$ cat config.mk
export PLATFORM = sky130hd
export DESIGN_NAME = quad_dac_loader
export DESIGN_NICKNAME = d
export VERILOG_FILES = /design/src/rtl/qdl_pkg.sv /design/src/rtl/qdl_elapsed.sv /design/src/rtl/qdl_frame_shifter.sv /design/src/rtl/quad_dac_loader.sv
export SDC_FILE = /design/constraint.sdc
export NUM_CORES = 1
export LEC_CHECK = 0
export BUFFER_PORTS_ARGS = -buffer_cell sky130_fd_sc_hd__buf_2
export CAP_MARGIN = 25
export CELL_PAD_IN_SITES_DETAIL_PLACEMENT = 0
export CELL_PAD_IN_SITES_GLOBAL_PLACEMENT = 1
export CORE_MARGIN = 5
export CORE_UTILIZATION = 45
export CTS_BUF_LIST = sky130_fd_sc_hd__clkbuf_8
export CTS_CLUSTER_DIAMETER = 120
export DETAILED_ROUTE_END_ITERATION = 12
export PLACE_DENSITY = 0.84
export SLEW_MARGIN = 20
export SYNTH_ARGS = -nofsm -noshare
export SYNTH_HDL_FRONTEND = slang
export SYNTH_SLANG_ARGS = --single-unit
export TNS_END_PERCENT = 30
$ cat constraint.sdc
create_clock -name clk -period 5.26 [get_ports clk]
set_input_delay 1.052 -clock clk [delete_from_list [all_inputs] [get_ports clk]]
set_output_delay 1.052 -clock clk [all_outputs]
set_load 0.05 [all_outputs]
$ cat src/rtl/qdl_pkg.sv
package qdl_pkg;

    typedef enum logic [2:0] {
        S_IDLE,
        S_SEND,
        S_GAP,
        S_LDLY,
        S_LPULSE
    } seq_state_e;

    // command nibble: write to an input register without updating the output
    localparam logic [3:0] CMD_WR_INPUT = 4'b0001;

    function automatic logic [23:0] make_frame(input logic [1:0] ch, input logic [15:0] val);
        logic [3:0] sel;
        sel = 4'b0001 << ch;
        return {CMD_WR_INPUT, sel, val};
    endfunction

    // ns -> clock cycles, rounded up, at least one cycle
    function automatic int cyc_ceil(input int ns, input int mhz);
        int c;
        c = (ns * mhz + 999) / 1000;
        return (c < 1) ? 1 : c;
    endfunction

endpackage

$ cat src/rtl/qdl_elapsed.sv
module qdl_elapsed #(
    parameter int CW = 8
) (
    input  logic          clk,
    input  logic          rst_n,
    input  logic          clr_i,
    output logic [CW-1:0] cnt_o
);
    logic [CW-1:0] cnt_d, cnt_q;

    always_comb begin
        if (clr_i)
            cnt_d = '0;
        else if (cnt_q == {CW{1'b1}})
            cnt_d = cnt_q;
        else
            cnt_d = cnt_q + 1'b1;
    end

    always_ff @(posedge clk or negedge rst_n) begin
        if (!rst_n) cnt_q <= {CW{1'b1}};
        else        cnt_q <= cnt_d;
    end

    assign cnt_o = cnt_q;

    p_saturate_r4: assert property (@(posedge clk) disable iff (!rst_n)
        (cnt_q == {CW{1'b1}} && !clr_i) |=> (cnt_q == {CW{1'b1}}));
endmodule

$ cat src/rtl/qdl_frame_shifter.sv
module qdl_frame_shifter #(
    parameter int DIV_W = 8
) (
    input  logic             clk,
    input  logic             rst_n,
    input  logic             go_i,
    input  logic [23:0]      word_i,
    input  logic [DIV_W-1:0] div_i,
    output logic             sclk_o,
    output logic             sdin_o,
    output logic             sync_n_o,
    output logic             last_o
);
    typedef struct packed {
        logic             act;
        logic             low;
        logic [4:0]       bitn;
        logic [DIV_W-1:0] dv;
        logic [DIV_W-1:0] cnt;
        logic [23:0]      sh;
    } shf_t;

    shf_t r_d, r_q;
    logic [DIV_W-1:0] div_m1;

    always_comb begin
        div_m1 = (div_i == '0) ? '0 : div_i - 1'b1;
        r_d    = r_q;
        last_o = 1'b0;
        if (!r_q.act) begin
            if (go_i) begin
                r_d.act  = 1'b1;
                r_d.low  = 1'b0;
                r_d.bitn = '0;
                r_d.dv   = div_m1;
                r_d.cnt  = div_m1;
                r_d.sh   = word_i;
            end
        end else if (r_q.cnt != '0) begin
            r_d.cnt = r_q.cnt - 1'b1;
        end else begin
            r_d.cnt = r_q.dv;
            if (!r_q.low) begin
                r_d.low = 1'b1;
            end else begin
                r_d.low = 1'b0;
                r_d.sh  = {r_q.sh[22:0], 1'b0};
                if (r_q.bitn == 5'd23) begin
                    r_d.act = 1'b0;
                    last_o  = 1'b1;
                end else begin
                    r_d.bitn = r_q.bitn + 1'b1;
                end
            end
        end
    end

    always_ff @(posedge clk or negedge rst_n) begin
        if (!rst_n) r_q <= '0;
        else        r_q <= r_d;
    end

    assign sclk_o   = !(r_q.act && r_q.low);
    assign sdin_o   = r_q.act && r_q.sh[23];
    assign sync_n_o = !r_q.act;

    p_sclk_idle_r3: assert property (@(posedge clk) disable iff (!rst_n)
        sync_n_o |-> sclk_o);
    p_sdin_hold_r3: assert property (@(posedge clk) disable iff (!rst_n)
        (!sclk_o && $past(!sclk_o)) |-> $stable(sdin_o));
endmodule

$ cat src/rtl/quad_dac_loader.sv
module quad_dac_loader
    import qdl_pkg::*;
#(
    parameter int CLK_MHZ     = 100,
    parameter int T_FRAME_NS  = 830,
    parameter int T_SYNCHI_NS = 20,
    parameter int T_LDLY_NS   = 800,
    parameter int T_LDACW_NS  = 20,
    parameter int DIV_W       = 8
) (
    input  logic             clk,
    input  logic             rst_n,
    input  logic             start_i,
    input  logic [3:0][15:0] samples_i,
    input  logic [DIV_W-1:0] div_i,
    output logic             sclk_o,
    output logic             sdin_o,
    output logic             sync_n_o,
    output logic             ldac_n_o,
    output logic             busy_o,
    output logic             done_o
);
    localparam int FRAME_CYC  = cyc_ceil(T_FRAME_NS, CLK_MHZ);
    localparam int SYNCHI_CYC = cyc_ceil(T_SYNCHI_NS, CLK_MHZ);
    localparam int LDLY_CYC   = cyc_ceil(T_LDLY_NS, CLK_MHZ);
    localparam int LDACW_CYC  = cyc_ceil(T_LDACW_NS, CLK_MHZ);
    localparam int MAX_A      = (FRAME_CYC > LDLY_CYC) ? FRAME_CYC : LDLY_CYC;
    localparam int MAX_B      = (SYNCHI_CYC > LDACW_CYC) ? SYNCHI_CYC : LDACW_CYC;
    localparam int MAX_CYC    = (MAX_A > MAX_B) ? MAX_A : MAX_B;
    localparam int CW         = $clog2(MAX_CYC + 1) + 1;

    localparam logic [CW-1:0] FRAME_M1  = CW'(FRAME_CYC - 1);
    localparam logic [CW-1:0] SYNCHI_M1 = CW'(SYNCHI_CYC - 1);
    localparam logic [CW-1:0] LDLY_M1   = CW'(LDLY_CYC - 1);
    localparam logic [CW-1:0] LDACW_M1  = CW'(LDACW_CYC - 1);

    typedef struct packed {
        seq_state_e       st;
        logic [1:0]       ch;
        logic [3:0][15:0] lat;
        logic             ldac_n;
        logic             busy;
        logic             done;
    } seq_t;

    seq_t s_d, s_q;
    logic go, clr_start, last;
    logic [23:0] word;
    logic [1:0]  nch;
    logic [CW-1:0] start_cnt, end_cnt;

    always_comb begin
        s_d       = s_q;
        s_d.done  = 1'b0;
        go        = 1'b0;
        clr_start = 1'b0;
        nch       = s_q.ch + 2'd1;
        word      = make_frame(nch, s_q.lat[nch]);
        case (s_q.st)
            S_IDLE: if (start_i) begin
                go       = 1'b1;
                word     = make_frame(2'd0, samples_i[0]);
                s_d.lat  = samples_i;
                s_d.ch   = 2'd0;
                s_d.busy = 1'b1;
                s_d.st   = S_SEND;
            end
            S_SEND: if (last)
                s_d.st = (s_q.ch == 2'd3) ? S_LDLY : S_GAP;
            S_GAP: if (start_cnt >= FRAME_M1 && end_cnt >= SYNCHI_M1) begin
                go     = 1'b1;
                s_d.ch = nch;
                s_d.st = S_SEND;
            end
            S_LDLY: if (end_cnt >= LDLY_M1) begin
                clr_start  = 1'b1;
                s_d.ldac_n = 1'b0;
                s_d.st     = S_LPULSE;
            end
            S_LPULSE: if (start_cnt >= LDACW_M1) begin
                s_d.ldac_n = 1'b1;
                s_d.done   = 1'b1;
                s_d.busy   = 1'b0;
                s_d.st     = S_IDLE;
            end
            default: s_d.st = S_IDLE;
        endcase
    end

    always_ff @(posedge clk or negedge rst_n) begin
        if (!rst_n) begin
            s_q        <= '0;
            s_q.st     <= S_IDLE;
            s_q.ldac_n <= 1'b1;
        end else begin
            s_q <= s_d;
        end
    end

    qdl_frame_shifter #(.DIV_W(DIV_W)) u_shift (
        .clk(clk), .rst_n(rst_n), .go_i(go), .word_i(word), .div_i(div_i),
        .sclk_o(sclk_o), .sdin_o(sdin_o), .sync_n_o(sync_n_o), .last_o(last)
    );

    qdl_elapsed #(.CW(CW)) u_since_start (
        .clk(clk), .rst_n(rst_n), .clr_i(go | clr_start), .cnt_o(start_cnt)
    );

    qdl_elapsed #(.CW(CW)) u_since_end (
        .clk(clk), .rst_n(rst_n), .clr_i(last), .cnt_o(end_cnt)
    );

    assign ldac_n_o = s_q.ldac_n;
    assign busy_o   = s_q.busy;
    assign done_o   = s_q.done;

    // independent edge observers for the timing properties
    logic          ps_q, pl_q;
    logic [2:0]    frm_q;
    logic [CW-1:0] fall_q, rise_q, lfall_q;

    always_ff @(posedge clk or negedge rst_n) begin
        if (!rst_n) begin
            ps_q <= 1'b1; pl_q <= 1'b1; frm_q <= '0;
            fall_q <= '1; rise_q <= '1; lfall_q <= '1;
        end else begin
            ps_q    <= sync_n_o;
            pl_q    <= ldac_n_o;
            fall_q  <= (ps_q && !sync_n_o) ? CW'(1) : ((fall_q == '1) ? fall_q : fall_q + 1'b1);
            rise_q  <= (!ps_q && sync_n_o) ? CW'(1) : ((rise_q == '1) ? rise_q : rise_q + 1'b1);
            lfall_q <= (pl_q && !ldac_n_o) ? CW'(1) : ((lfall_q == '1) ? lfall_q : lfall_q + 1'b1);
            if (done_o)                frm_q <= '0;
            else if (ps_q && !sync_n_o) frm_q <= frm_q + 3'd1;
        end
    end

    p_frame_space_r4: assert property (@(posedge clk) disable iff (!rst_n)
        (ps_q && !sync_n_o && frm_q != 3'd0) |-> (fall_q >= CW'(FRAME_CYC)));
    p_sync_high_r5: assert property (@(posedge clk) disable iff (!rst_n)
        (ps_q && !sync_n_o && frm_q != 3'd0) |-> (rise_q >= CW'(SYNCHI_CYC)));
    p_ldac_after_four_r6: assert property (@(posedge clk) disable iff (!rst_n)
        (pl_q && !ldac_n_o) |-> (frm_q == 3'd4 && rise_q >= CW'(LDLY_CYC)));
    p_ldac_quiet_r6: assert property (@(posedge clk) disable iff (!rst_n)
        !ldac_n_o |-> sync_n_o);
    p_ldac_width_r7: assert property (@(posedge clk) disable iff (!rst_n)
        (!pl_q && ldac_n_o) |-> (lfall_q >= CW'(LDACW_CYC)));
    p_done_pulse_r8: assert property (@(posedge clk) disable iff (!rst_n)
        done_o |=> !done_o);
    p_done_idle_r8: assert property (@(posedge clk) disable iff (!rst_n)
        done_o |-> (!busy_o && ldac_n_o));
endmodule

# Yosys cells after proc, flatten, opt, wreduce, memory -nomap -nowiden
# Index checks and enable logic that the tools add are counted.
[classes] bitwise_logic=2 order_cmp=5 eq_ne=18 n_addsub=6 n_div=0 n_reduce_logical=21 n_shift=1 n_mux=44 mul=0
[ops] op="69-bit 2-to-1 mux" count=1
[ops] op="24-bit 2-to-1 mux" count=2
[ops] op="8-bit 2-to-1 mux" count=6
[ops] op="47-bit 2-to-1 mux" count=1
[ops] op="20-bit 2-to-1 mux" count=2
[ops] op="16-bit binary-select mux with 2-bit select" count=1
[ops] op="32-bit 2-to-1 mux" count=1
[ops] op="2-bit inequality test, second input constant" count=9
[ops] op="8-bit by 1-bit adder with 8-bit output, second input constant" count=2
[ops] op="8-bit equality test, second input constant" count=2
[ops] op="8-bit by 1-bit greater-or-equal comparator with 1-bit output, second input constant" count=2
[ops] op="8-bit by 7-bit greater-or-equal comparator with 1-bit output, second input constant" count=2
[ops] op="16-bit 2-to-1 mux" count=1
[ops] op="8-bit by 1-bit subtractor with 8-bit output, second input constant" count=2
[ops] op="1-bit 2-to-1 mux" count=15
[ops] op="5-bit 2-to-1 mux" count=3
[ops] op="3-bit case mux with 5 select lines" count=1
[ops] op="7-bit 2-to-1 mux" count=2
[ops] op="3-bit 2-to-1 mux" count=4
[ops] op="3-bit AND reduction" count=4
[ops] op="8-bit zero test" count=1
[ops] op="2-bit nonzero test" count=4
[ops] op="8-bit nonzero test" count=1
[ops] op="3-bit by 2-bit equality test with 1-bit output, second input constant" count=2
[ops] op="19 further kinds" count=26
[word_totals] word_cells=114 romBits=0 ff_bits=135 mem_bits_rw=0 memories=0 latch_bits=0

# Logic depth before layout (Yosys ltp)
# Gate-level depths: netlist of run 1.
[logic_depth] ltp_word=7 mapped_depth=9 ltp_nobuf=7

# Cells and area by module
# Synthesis of run 1 repeated with hierarchy kept, for this count alone.
[hier_totals] hier_cells=755 area_unflattened_um2=6855.3
[by_module_without_submodules] mod="quad_dac_loader" area_each_um2=3487.1 n_inst=1 cells_each=393
[by_module_without_submodules] mod="qdl_frame_shifter" area_each_um2=2484.9 n_inst=1 cells_each=266
[by_module_without_submodules] mod="qdl_elapsed" area_each_um2=441.7 n_inst=2 cells_each=48

# Least setup slack after synthesis of run 1
# No wires, ideal clock.
[synth_timing] path_type="flip-flop to flip-flop" start="register s_q[67] (netlist bit)" end="register u_shift.r_q[13] (netlist bit)" t_arrival_ns=2.731 setup_time_ns=0.129 setup_slack_ns=2.400 required_time_ns=5.131 stages_incl_launch_ff=10 period_less_slack_ns=2.860 path_cell_list="dfrtp_1 buf_2 clkbuf_1 inv_1 ha_1 clkbuf_1 clkbuf_1 mux4_2 a22oi_1 nand3_1"
[synth_via] elab_chain_cells=7
[synth_rtl] item="start: declaration" line_no="quad_dac_loader.sv:46" text="seq_t s_d, s_q;"
[synth_rtl] item="2-bit by 1-bit adder with 2-bit output *" line_no="quad_dac_loader.sv:57" text="nch = s_q.ch + 2'd1;"
[synth_rtl] item="16-bit binary-select mux with 2-bit select *" line_no="quad_dac_loader.sv:58" text="word = make_frame(nch, s_q.lat[nch]);"
[synth_rtl] item="16-bit 2-to-1 mux (implied by the code) *" line_no="quad_dac_loader.sv:58"
[synth_rtl] item="20-bit 2-to-1 mux" line_no="quad_dac_loader.sv:60" text="S_IDLE: if (start_i) begin"
[synth_rtl] item="20-bit 2-to-1 mux *" line_no="quad_dac_loader.sv:59" text="case (s_q.st)"
[synth_rtl] item="47-bit 2-to-1 mux *" line_no="qdl_frame_shifter.sv:31" text="if (go_i) begin"
[synth_rtl] item="32-bit 2-to-1 mux *" line_no="qdl_frame_shifter.sv:30" text="if (!r_q.act) begin"
[synth_rtl] item="end signal: assignment" line_no="qdl_frame_shifter.sv:60" text="else r_q <= r_d;"
[synth_rtl] item="end: declaration" line_no="qdl_frame_shifter.sv:23" text="shf_t r_d, r_q;"
# Every way passes the cells marked *; elsewhere a longest branch is shown, timed or not. The select of a mux whose other input is x is not followed.
# A chain may end at the register's enable or synchronous reset.

# Worst setup path after layout of run 1
[layout_timing] start="register u_since_start.cnt_q[0], in the netlist u_since_start.cnt_o[0]" end="register u_shift.r_q[26] (netlist bit)"
[layout_via] elab_chain_cells=5
[layout_rtl] item="start: declaration" line_no="qdl_elapsed.sv:9" text="logic [CW-1:0] cnt_d, cnt_q;"
[layout_rtl] item="start signal: assignment" line_no="qdl_elapsed.sv:21" text="if (!rst_n) cnt_q <= {CW{1'b1}};"
[layout_rtl] item="start signal: assignment" line_no="qdl_elapsed.sv:22" text="else cnt_q <= cnt_d;"
[layout_rtl] item="8-bit by 7-bit greater-or-equal comparator with 1-bit output" line_no="quad_dac_loader.sv:70" text="S_GAP: if (start_cnt >= FRAME_M1 && end_cnt >= SYNCHI_M1) begin"
[layout_rtl] item="1-bit logical AND" line_no="quad_dac_loader.sv:70"
[layout_rtl] item="1-bit 2-to-1 mux" line_no="quad_dac_loader.sv:70"
[layout_rtl] item="1-bit case mux with 2 select lines" line_no="quad_dac_loader.sv:59"
[layout_rtl] item="2-bit nonzero test (no source line)"
# Every way passes these cells.

==> results.sh, run 1 <==
export IMPL_status="finished clean"
export IMPL_synth_edff_count=0
export IMPL_clk_latency_ps=460
export IMPL_cts_sinks=135
export IMPL_grt_pass1_wl_mm=26.3
export IMPL_worst_pin_slew_ps=938
export IMPL_track_usage_pct=18.2
export IMPL_viasPerCell=5.45
export IMPL_drtIter0Drc=497
export IMPL_layout_common_cells="nand2_1 (235), dfrtp_1 (118), buf_2 (79)"
export IMPL_cts_tree="done"
export IMPL_pwr_share_clk_pct=38.4
export IMPL_post_cts_buffers=0
export IMPL_num_antenna_cells=0
export IMPL_numPortBuffers=80
export IMPL_antenna_found_initial=0
export IMPL_power_switching_uw=627
export IMPL_synth_distinct_cells=67
export IMPL_postRouteAntennaNets=0
export IMPL_wirelength_mm=15.3
export IMPL_htreeDepth=4
export IMPL_drc=0
export IMPL_critPathCaptureType="flop"
export IMPL_root_buffer="clkbuf_8"
export IMPL_rows=44
export IMPL_path_clk_slew_ps=90
export IMPL_synth_nets=808
export IMPL_setup_viol=0
export IMPL_slew_viol_final=0
export IMPL_overflow=0
export IMPL_rsz0062_at_grt="no"
export IMPL_cts_resized=0
export IMPL_fmax_mhz=312
export IMPL_min_period_ps=3200
export IMPL_p_seq_share_pct=51.0
export IMPL_holdBufCountCts=0
export IMPL_min_path_type="reg2reg"
export IMPL_finalHoldViolCount=0
export IMPL_tns_ps=0
export IMPL_layout_drive_gt1_share_pct=21.3
export IMPL_p_int_uw=1650
export IMPL_place_congestion=0.837
export IMPL_numCtsBuffers=17
export IMPL_ir_worst_vdd_uv=191
export IMPL_via_count=5344
export IMPL_pin_count=81
export IMPL_syn_area_um2=6720
export IMPL_first_pass_iters=5
export IMPL_final_seq_area_um2=3400
export IMPL_synth_warnings=0
export IMPL_relSlewSlack_pct=37.2
export IMPL_design_core_area_um2=14600
export IMPL_area_growth_pct=13.6
export IMPL_p_per_area_nw_per_um2=298
export IMPL_fill_cells=1334
export IMPL_worst_r2r_cell_count=7
export IMPL_switching_share_pct=27.6
export IMPL_whs_path_depth=2
export IMPL_multi_input_area_um2=3070
export IMPL_async_flop_share_pct=100
export IMPL_cp_max_fo=33
export IMPL_ys_flop_type="dfrtp_1"
export IMPL_p_comb_share_pct=10.6
export IMPL_finish_utilization_pct=52.3
export IMPL_wl_per_cell_um=15.6
export IMPL_cap_violations=0
export IMPL_syn_area_per_cell_um2=9.37
export IMPL_worst_ep_arrival_time_ps=3510
export IMPL_fp_dieH_um=132
export IMPL_cp_start_kind="flop"
export IMPL_leakage_uw=0.00367
export IMPL_die_x_um=132
export IMPL_finClkSkew_ps=14.5
export IMPL_synth_cells=717
export IMPL_fin_crit_sh_pct=60.9
export IMPL_initial_core_util_pct=46.0
export IMPL_cts_buffer_depth=2
export IMPL_grt_max_degree=101
export IMPL_hpwlAfterDp_mm=10.2
export IMPL_dieArea_um2=17500
export IMPL_timing_worst_setup_path_type="reg2reg"
export IMPL_ys_seq_area_share_pct=50.6
export IMPL_grt_pass1_vias=5404
export IMPL_synth_ff_latch_count=135
export IMPL_nets=875
export IMPL_worstPathRequired_ps=5570
export IMPL_layout_commonest_cell="nand2_1"
per-stage QoR:
| step | area, um2 | total power [uW] | instances | worst slack, ps | hold slack [ps] |
|---|---|---|---|---|---|
| after floorplan | 6720 | 1320 | 717 | 2400 | 438 |
| after global placement | 7230 | 1400 | 949 | 1920 | 454 |
| after detailed placement | 7230 | 1420 | 949 | 1880 | 459 |
| after CTS | 7630 | 2300 | 981 | 2050 | 476 |
| after global routing | 7630 | 2380 | 981 | 1890 | 495 |
| final | 7630 | 2280 | 981 | 2060 | 468 |
final cells by class:
class / instances / area share [%]
clock buffers: 18 / 3.25
multi-input cells: 522 / 40.2
well taps: 184 / 3.02
clock inverters: 14 / 1.97
inverters: 22 / 1.08
flip-flops and latches: 135 / 44.5
repair buffers: 86 / 5.92
Yosys cell counts (all sizes together) (3+ instances only):
| cell type | instances | area, um2 |
|---|---|---|
| dfrtp | 118 | 2950 |
| nor4b | 3 | 26.3 |
| and3 | 8 | 50.1 |
| a22oi | 17 | 128 |
| buf | 16 | 90.1 |
| a211oi | 4 | 30.0 |
| a21oi | 18 | 113 |
| ha | 16 | 200 |
| nand3 | 51 | 255 |
| or4 | 3 | 22.5 |
| a21boi | 3 | 26.3 |
| mux4 | 16 | 360 |
| nor4 | 4 | 25.0 |
| a31oi | 3 | 18.8 |
| o221ai | 5 | 50.0 |
| inv | 22 | 82.6 |
| nor3b | 4 | 30.0 |
| nor3 | 18 | 95.1 |
| a21o | 3 | 22.5 |
| xnor2 | 7 | 61.3 |
| o21a | 3 | 22.5 |
| clkbuf | 22 | 82.6 |
| dfstp | 17 | 447 |
| o21ai | 20 | 100 |
| nand2 | 236 | 888 |
| a211o | 3 | 26.3 |
| and2 | 3 | 18.8 |
| mux2 | 3 | 33.8 |
| nor2 | 36 | 145 |
cells by family after synthesis:
family | count (synthesis) | share of synthesized area, %
flops | 135 | 50.6
buf+inv | 60 | 3.80
fa+ha+maj | 16 | 2.98
mux | 21 | 6.17
xor+xnor | 9 | 1.17
compound gates | 97 | 10.5
simple gates | 379 | 24.8
routing by layer:
layer | track usage, % | vias up | share of wire, %
li1 | - | 2599 | -
met1 | 24.5 | 2597 | 45
met2 | 29.4 | 138 | 49
met3 | 4.85 | 10 | 5.2
met4 | 4.86 | 0 | 0.85
met5 | 0 | - | 0
power groups by stage:
| stage | registers (uW) | logic [uW] | clock network (uW) |
|---|---|---|---|
| 2_1_floorplan | 1160 | 160 | 0 |
| 3_3_place_gp | 1170 | 233 | 0 |
| 6_report | 1160 | 241 | 875 |
| 5_1_grt | 1170 | 269 | 945 |
| 4_1_cts | 1160 | 243 | 899 |
| 3_5_place_dp | 1180 | 241 | 0 |
final timing paths:
path	start	end	slack [ps]
max in group asynchronous	rst_n	u_shift.r_q[26]	3580
min in group asynchronous	rst_n	s_q[71]	700
min	u_shift.r_q[22]	u_shift.r_q[23]	470
max	u_since_start.cnt_o[0]	u_shift.r_q[26]	2060
max reg2reg	u_since_start.cnt_o[0]	u_shift.r_q[26]	2060
min reg2reg	u_shift.r_q[22]	u_shift.r_q[23]	470
worst max-delay path, cell delays in order, from the launching register on:
cell	delay [ps]
dfstp_2	580
inv_1	70
ha_1	180
or4_1	510
a311o_2	490
a21oi_4	720
or2_1	340
o221ai_1	160
registers in the layout (all words and copies together), names as in the netlist:
signal,cells
u_since_start.cnt_o,8
busy_o,1
u_since_end.cnt_o,8
s_q,69
done_o,1
u_shift.r_q,47
ldac_n_o,1
No activity file was read; power rests on OpenSTA's default activity.
==> run 2: changes to the inputs <==
--- a/config.mk
+++ b/config.mk
@@ -5,16 +5,17 @@
 export SDC_FILE = /design/constraint.sdc
 export NUM_CORES = 1
 export LEC_CHECK = 0
+export ABC_AREA = 1
 export BUFFER_PORTS_ARGS = -buffer_cell sky130_fd_sc_hd__buf_2
 export CAP_MARGIN = 25
 export CELL_PAD_IN_SITES_DETAIL_PLACEMENT = 0
 export CELL_PAD_IN_SITES_GLOBAL_PLACEMENT = 1
 export CORE_MARGIN = 5
-export CORE_UTILIZATION = 45
+export CORE_UTILIZATION = 40
 export CTS_BUF_LIST = sky130_fd_sc_hd__clkbuf_8
 export CTS_CLUSTER_DIAMETER = 120
 export DETAILED_ROUTE_END_ITERATION = 12
-export PLACE_DENSITY = 0.84
+export PLACE_DENSITY = 0.82
 export SLEW_MARGIN = 20
 export SYNTH_ARGS = -nofsm -noshare
 export SYNTH_HDL_FRONTEND = slang
==> constraint.sdc (replaced) <==
create_clock -name clk -period 2.8 [get_ports clk]
set_input_delay 0.56 -clock clk [delete_from_list [all_inputs] [get_ports clk]]
set_output_delay 0.56 -clock clk [all_outputs]
set_load 0.05 [all_outputs]
==> run 2 against run 1 <==
Non-clock buffer count is 10 higher. Core utilization is 5.7 points lower. Clock power up 82%. Combinational power rose to 5.7 times the previous value. First-iteration DRC count is 25% lower. Register-to-register slack lost 1400 ps.
==> results.sh, run 2 <==
export IMPL_status="finished clean"
export IMPL_cts_resized=0
export IMPL_leakage_uw=0.00436
export IMPL_area_growth_pct=14.3
export IMPL_grt_max_degree=62
export IMPL_layout_drive_gt1_share_pct=15.7
export IMPL_finalHoldViolCount=0
export IMPL_synth_top_family_by_area="simple AND/OR/NAND/NOR gates"
export IMPL_num_antenna_cells=0
export IMPL_ys_flop_type="dfrtp_1"
export IMPL_cap_violations=0
export IMPL_finalWorstSetupSlack_ps=682
export IMPL_synth_most_common_cell="nand2_1"
export IMPL_synth_common_cells="nand2_1 (439), dfrtp_1 (118), nand3_1 (87), inv_1 (68), o21ai_0 (43)"
export IMPL_relSlewSlack_pct=54.8
export IMPL_slew_viol_final=0
export IMPL_cts_tree="done"
export IMPL_first_pass_iters=5
export IMPL_multi_input_area_um2=3210
export IMPL_numPortBuffers=80
export IMPL_ys_seq_area_share_pct=48.0
export IMPL_synth_warnings=0
export IMPL_design_core_area_um2=17400
export IMPL_pre_cts_slack_ps=660
export IMPL_finClkSkew_ps=15.1
export IMPL_reg_largest_list="s_q: 69 flops, u_shift.r_q: 47 flops"
export IMPL_initial_core_util_pct=40.8
export IMPL_viasPerCell=4.81
export IMPL_layout_commonest_cell="nand2_1"
export IMPL_synth_top_area_share_pct=41.7
export IMPL_clk_latency_ps=450
export IMPL_largest_register="s_q"
export IMPL_holdBufCountCts=0
export IMPL_hpwlAfterDp_mm=11.2
export IMPL_antenna_found_initial=0
export IMPL_place_congestion=0.824
export IMPL_synth_xor_xnor_area_share_pct=1.48
export IMPL_tns_ps=0
export IMPL_fmax_mhz=472
export IMPL_final_seq_area_um2=3400
export IMPL_largest_reg_flops=69
export IMPL_synthSimpleGateAreaFrac_pct=34.8
export IMPL_worstPathRequired_ps=3180
export IMPL_cts_sinks=135
export IMPL_synthAdderAreaFrac_pct=2.83
export IMPL_min_path_type="in2async"
export IMPL_drc=0
export IMPL_timing_worst_setup_path_type="reg2reg"
export IMPL_post_cts_buffers=0
export IMPL_grt_pass1_wl_mm=28.5
export IMPL_synth_distinct_cells=34
export IMPL_via_count=6082
export IMPL_grt_pass1_vias=5964
export IMPL_fin_cells=1264
export IMPL_syn_area_per_cell_um2=7.45
export IMPL_synth_compound_area_share_pct=6.33
export IMPL_wirelength_mm=16.3
export IMPL_synth_mux_area_share_pct=0
export IMPL_fill_cells=1776
export IMPL_postRouteAntennaNets=0
export IMPL_layout_common_cells="nand2_1 (439), dfrtp_1 (118), nand3_1 (87)"
export IMPL_rrSetupSlack_ps=680
export IMPL_rows=48
export IMPL_synth_edff_count=0
export IMPL_drtIter0Drc=372
export IMPL_p_per_area_nw_per_um2=701
export IMPL_regToRegEndpoint="u_shift.r_q[16]"
export IMPL_synth_cells=951
export IMPL_path_clk_slew_ps=90
export IMPL_rsz0062_at_grt="no"
export IMPL_nets=1117
export IMPL_track_usage_pct=17.2
export IMPL_critPathCaptureType="flop"
export IMPL_pin_count=81
export IMPL_worst_ep_arrival_time_ps=2490
export IMPL_die_x_um=143
export IMPL_synth_ff_latch_count=135
export IMPL_cp_start_kind="flop"
export IMPL_htreeDepth=4
export IMPL_min_period_ps=2120
export IMPL_setup_viol=0
export IMPL_synth_area_top_cells="dfrtp_1 (42%), nand2_1 (23%), dfstp_2 (6.3%)"
export IMPL_root_buffer="clkbuf_8"
export IMPL_async_flop_share_pct=100
export IMPL_overflow=0
export IMPL_numCtsBuffers=17
export IMPL_fp_dieH_um=143
export IMPL_cts_buffer_depth=2
export IMPL_synth_top_area_cell="dfrtp_1"
export IMPL_ir_worst_vdd_uv=307
export IMPL_worst_pin_slew_ps=677
export IMPL_dieArea_um2=20500
export IMPL_synth_nets=1042
export IMPL_syn_area_um2=7080
export IMPL_place_inst=1232
export IMPL_cp_max_fo=28
export IMPL_regToRegStartpoint="u_since_start.cnt_o[0]"
export IMPL_fin_crit_sh_pct=75.6
export IMPL_worst_r2r_cell_count=12
export IMPL_wl_per_cell_um=12.9
-- run 2: cell types whose count changed after synthesis, sizes merged, moves of 8 or more --
| cell | change |
|---|---|
| and3 | -8 |
| inv | +50 |
| o211ai | +9 |
| mux4 | -16 |
| o21ai | +24 |
| nand3 | +40 |
| nand2 | +205 |
| xor2 | +8 |
| a22oi | -17 |
| nand4 | +8 |
-- run 2: area by class of cell --
class | instances | area share, %
inverter | 73 | 3.39
timing repair buffer | 96 | 6.66
clock inverter | 14 | 1.70
sequential | 135 | 42.0
multi-input combinational | 703 | 39.7
clock buffer | 18 | 3.06
tap | 225 | 3.48
-- run 2: per-stage QoR --
step / util, % / hold WS (ps) / cell area (um2) / power (uW)
6_report: 46.6 / 17.2 / 8090 / 5680
5_1_grt: 46.6 / 22.3 / 8090 / 6150
4_1_cts: 46.6 / 10.7 / 8090 / 5760
3_5_place_dp: 44.4 / 455 / 7710 / 4150
3_3_place_gp: 44.4 / 451 / 7710 / 4120
2_1_floorplan: - / 264 / 7080 / 3730
-- run 2: routing by layer --
layer | share of wire [%] | track usage (%)
met3 | 4.0 | 3.82
met1 | 50 | 24.2
met4 | 0.95 | 4.80
met2 | 45 | 26.8
met5 | 0 | 0
-- run 2: critical path, stage by stage (launching register included) --
cell     delay [ps]
dfstp_2         560
inv_1            80
ha_1            190
nor2_1           90
nand2_1          50
nand2_1          60
nand2_1          70
nand3_2         120
nand3_2         200
nand2_2         120
buf_4           290
nand2_1         100
nand2_1          80
-- run 2: logic make-up (layout without fill, tap and decap cells) --
kind of cell,count (synthesis),after routing
simple gates,595,595
flops,135,135
buf+inv,113,201
compound gates,80,80
fa+ha+maj,16,16
xor+xnor,12,12
-- run 2: report_power, final --
group          total (uW)  internal (uW)  switching, uW
clock                1590            748            842
sequential           2710           2450            263
combinational        1380            511            865
total                5680           3710           1970
-- run 2: how the worst max path moves through the flow --
| stage | startpoint | to | slack [ps] | depth (start not counted) |
|---|---|---|---|---|
| 6_report | u_since_start.cnt_o[0] | u_shift.r_q[16] | 680 | 12 |
| 5_1_grt | u_since_start.cnt_o[0] | u_shift.r_q[21] | 480 | 12 |
| 4_1_cts | u_since_start.cnt_o[0] | u_shift.r_q[16] | 650 | 12 |
| 3_5_place_dp | u_since_start.cnt_o[0] | u_shift.r_q[22] | 660 | 11 |
| 3_3_place_gp | start_i | u_shift.r_q[8] | 690 | 9 |
| 2_1_floorplan | s_q[67] | u_shift.r_q[14] | 460 | 14 |
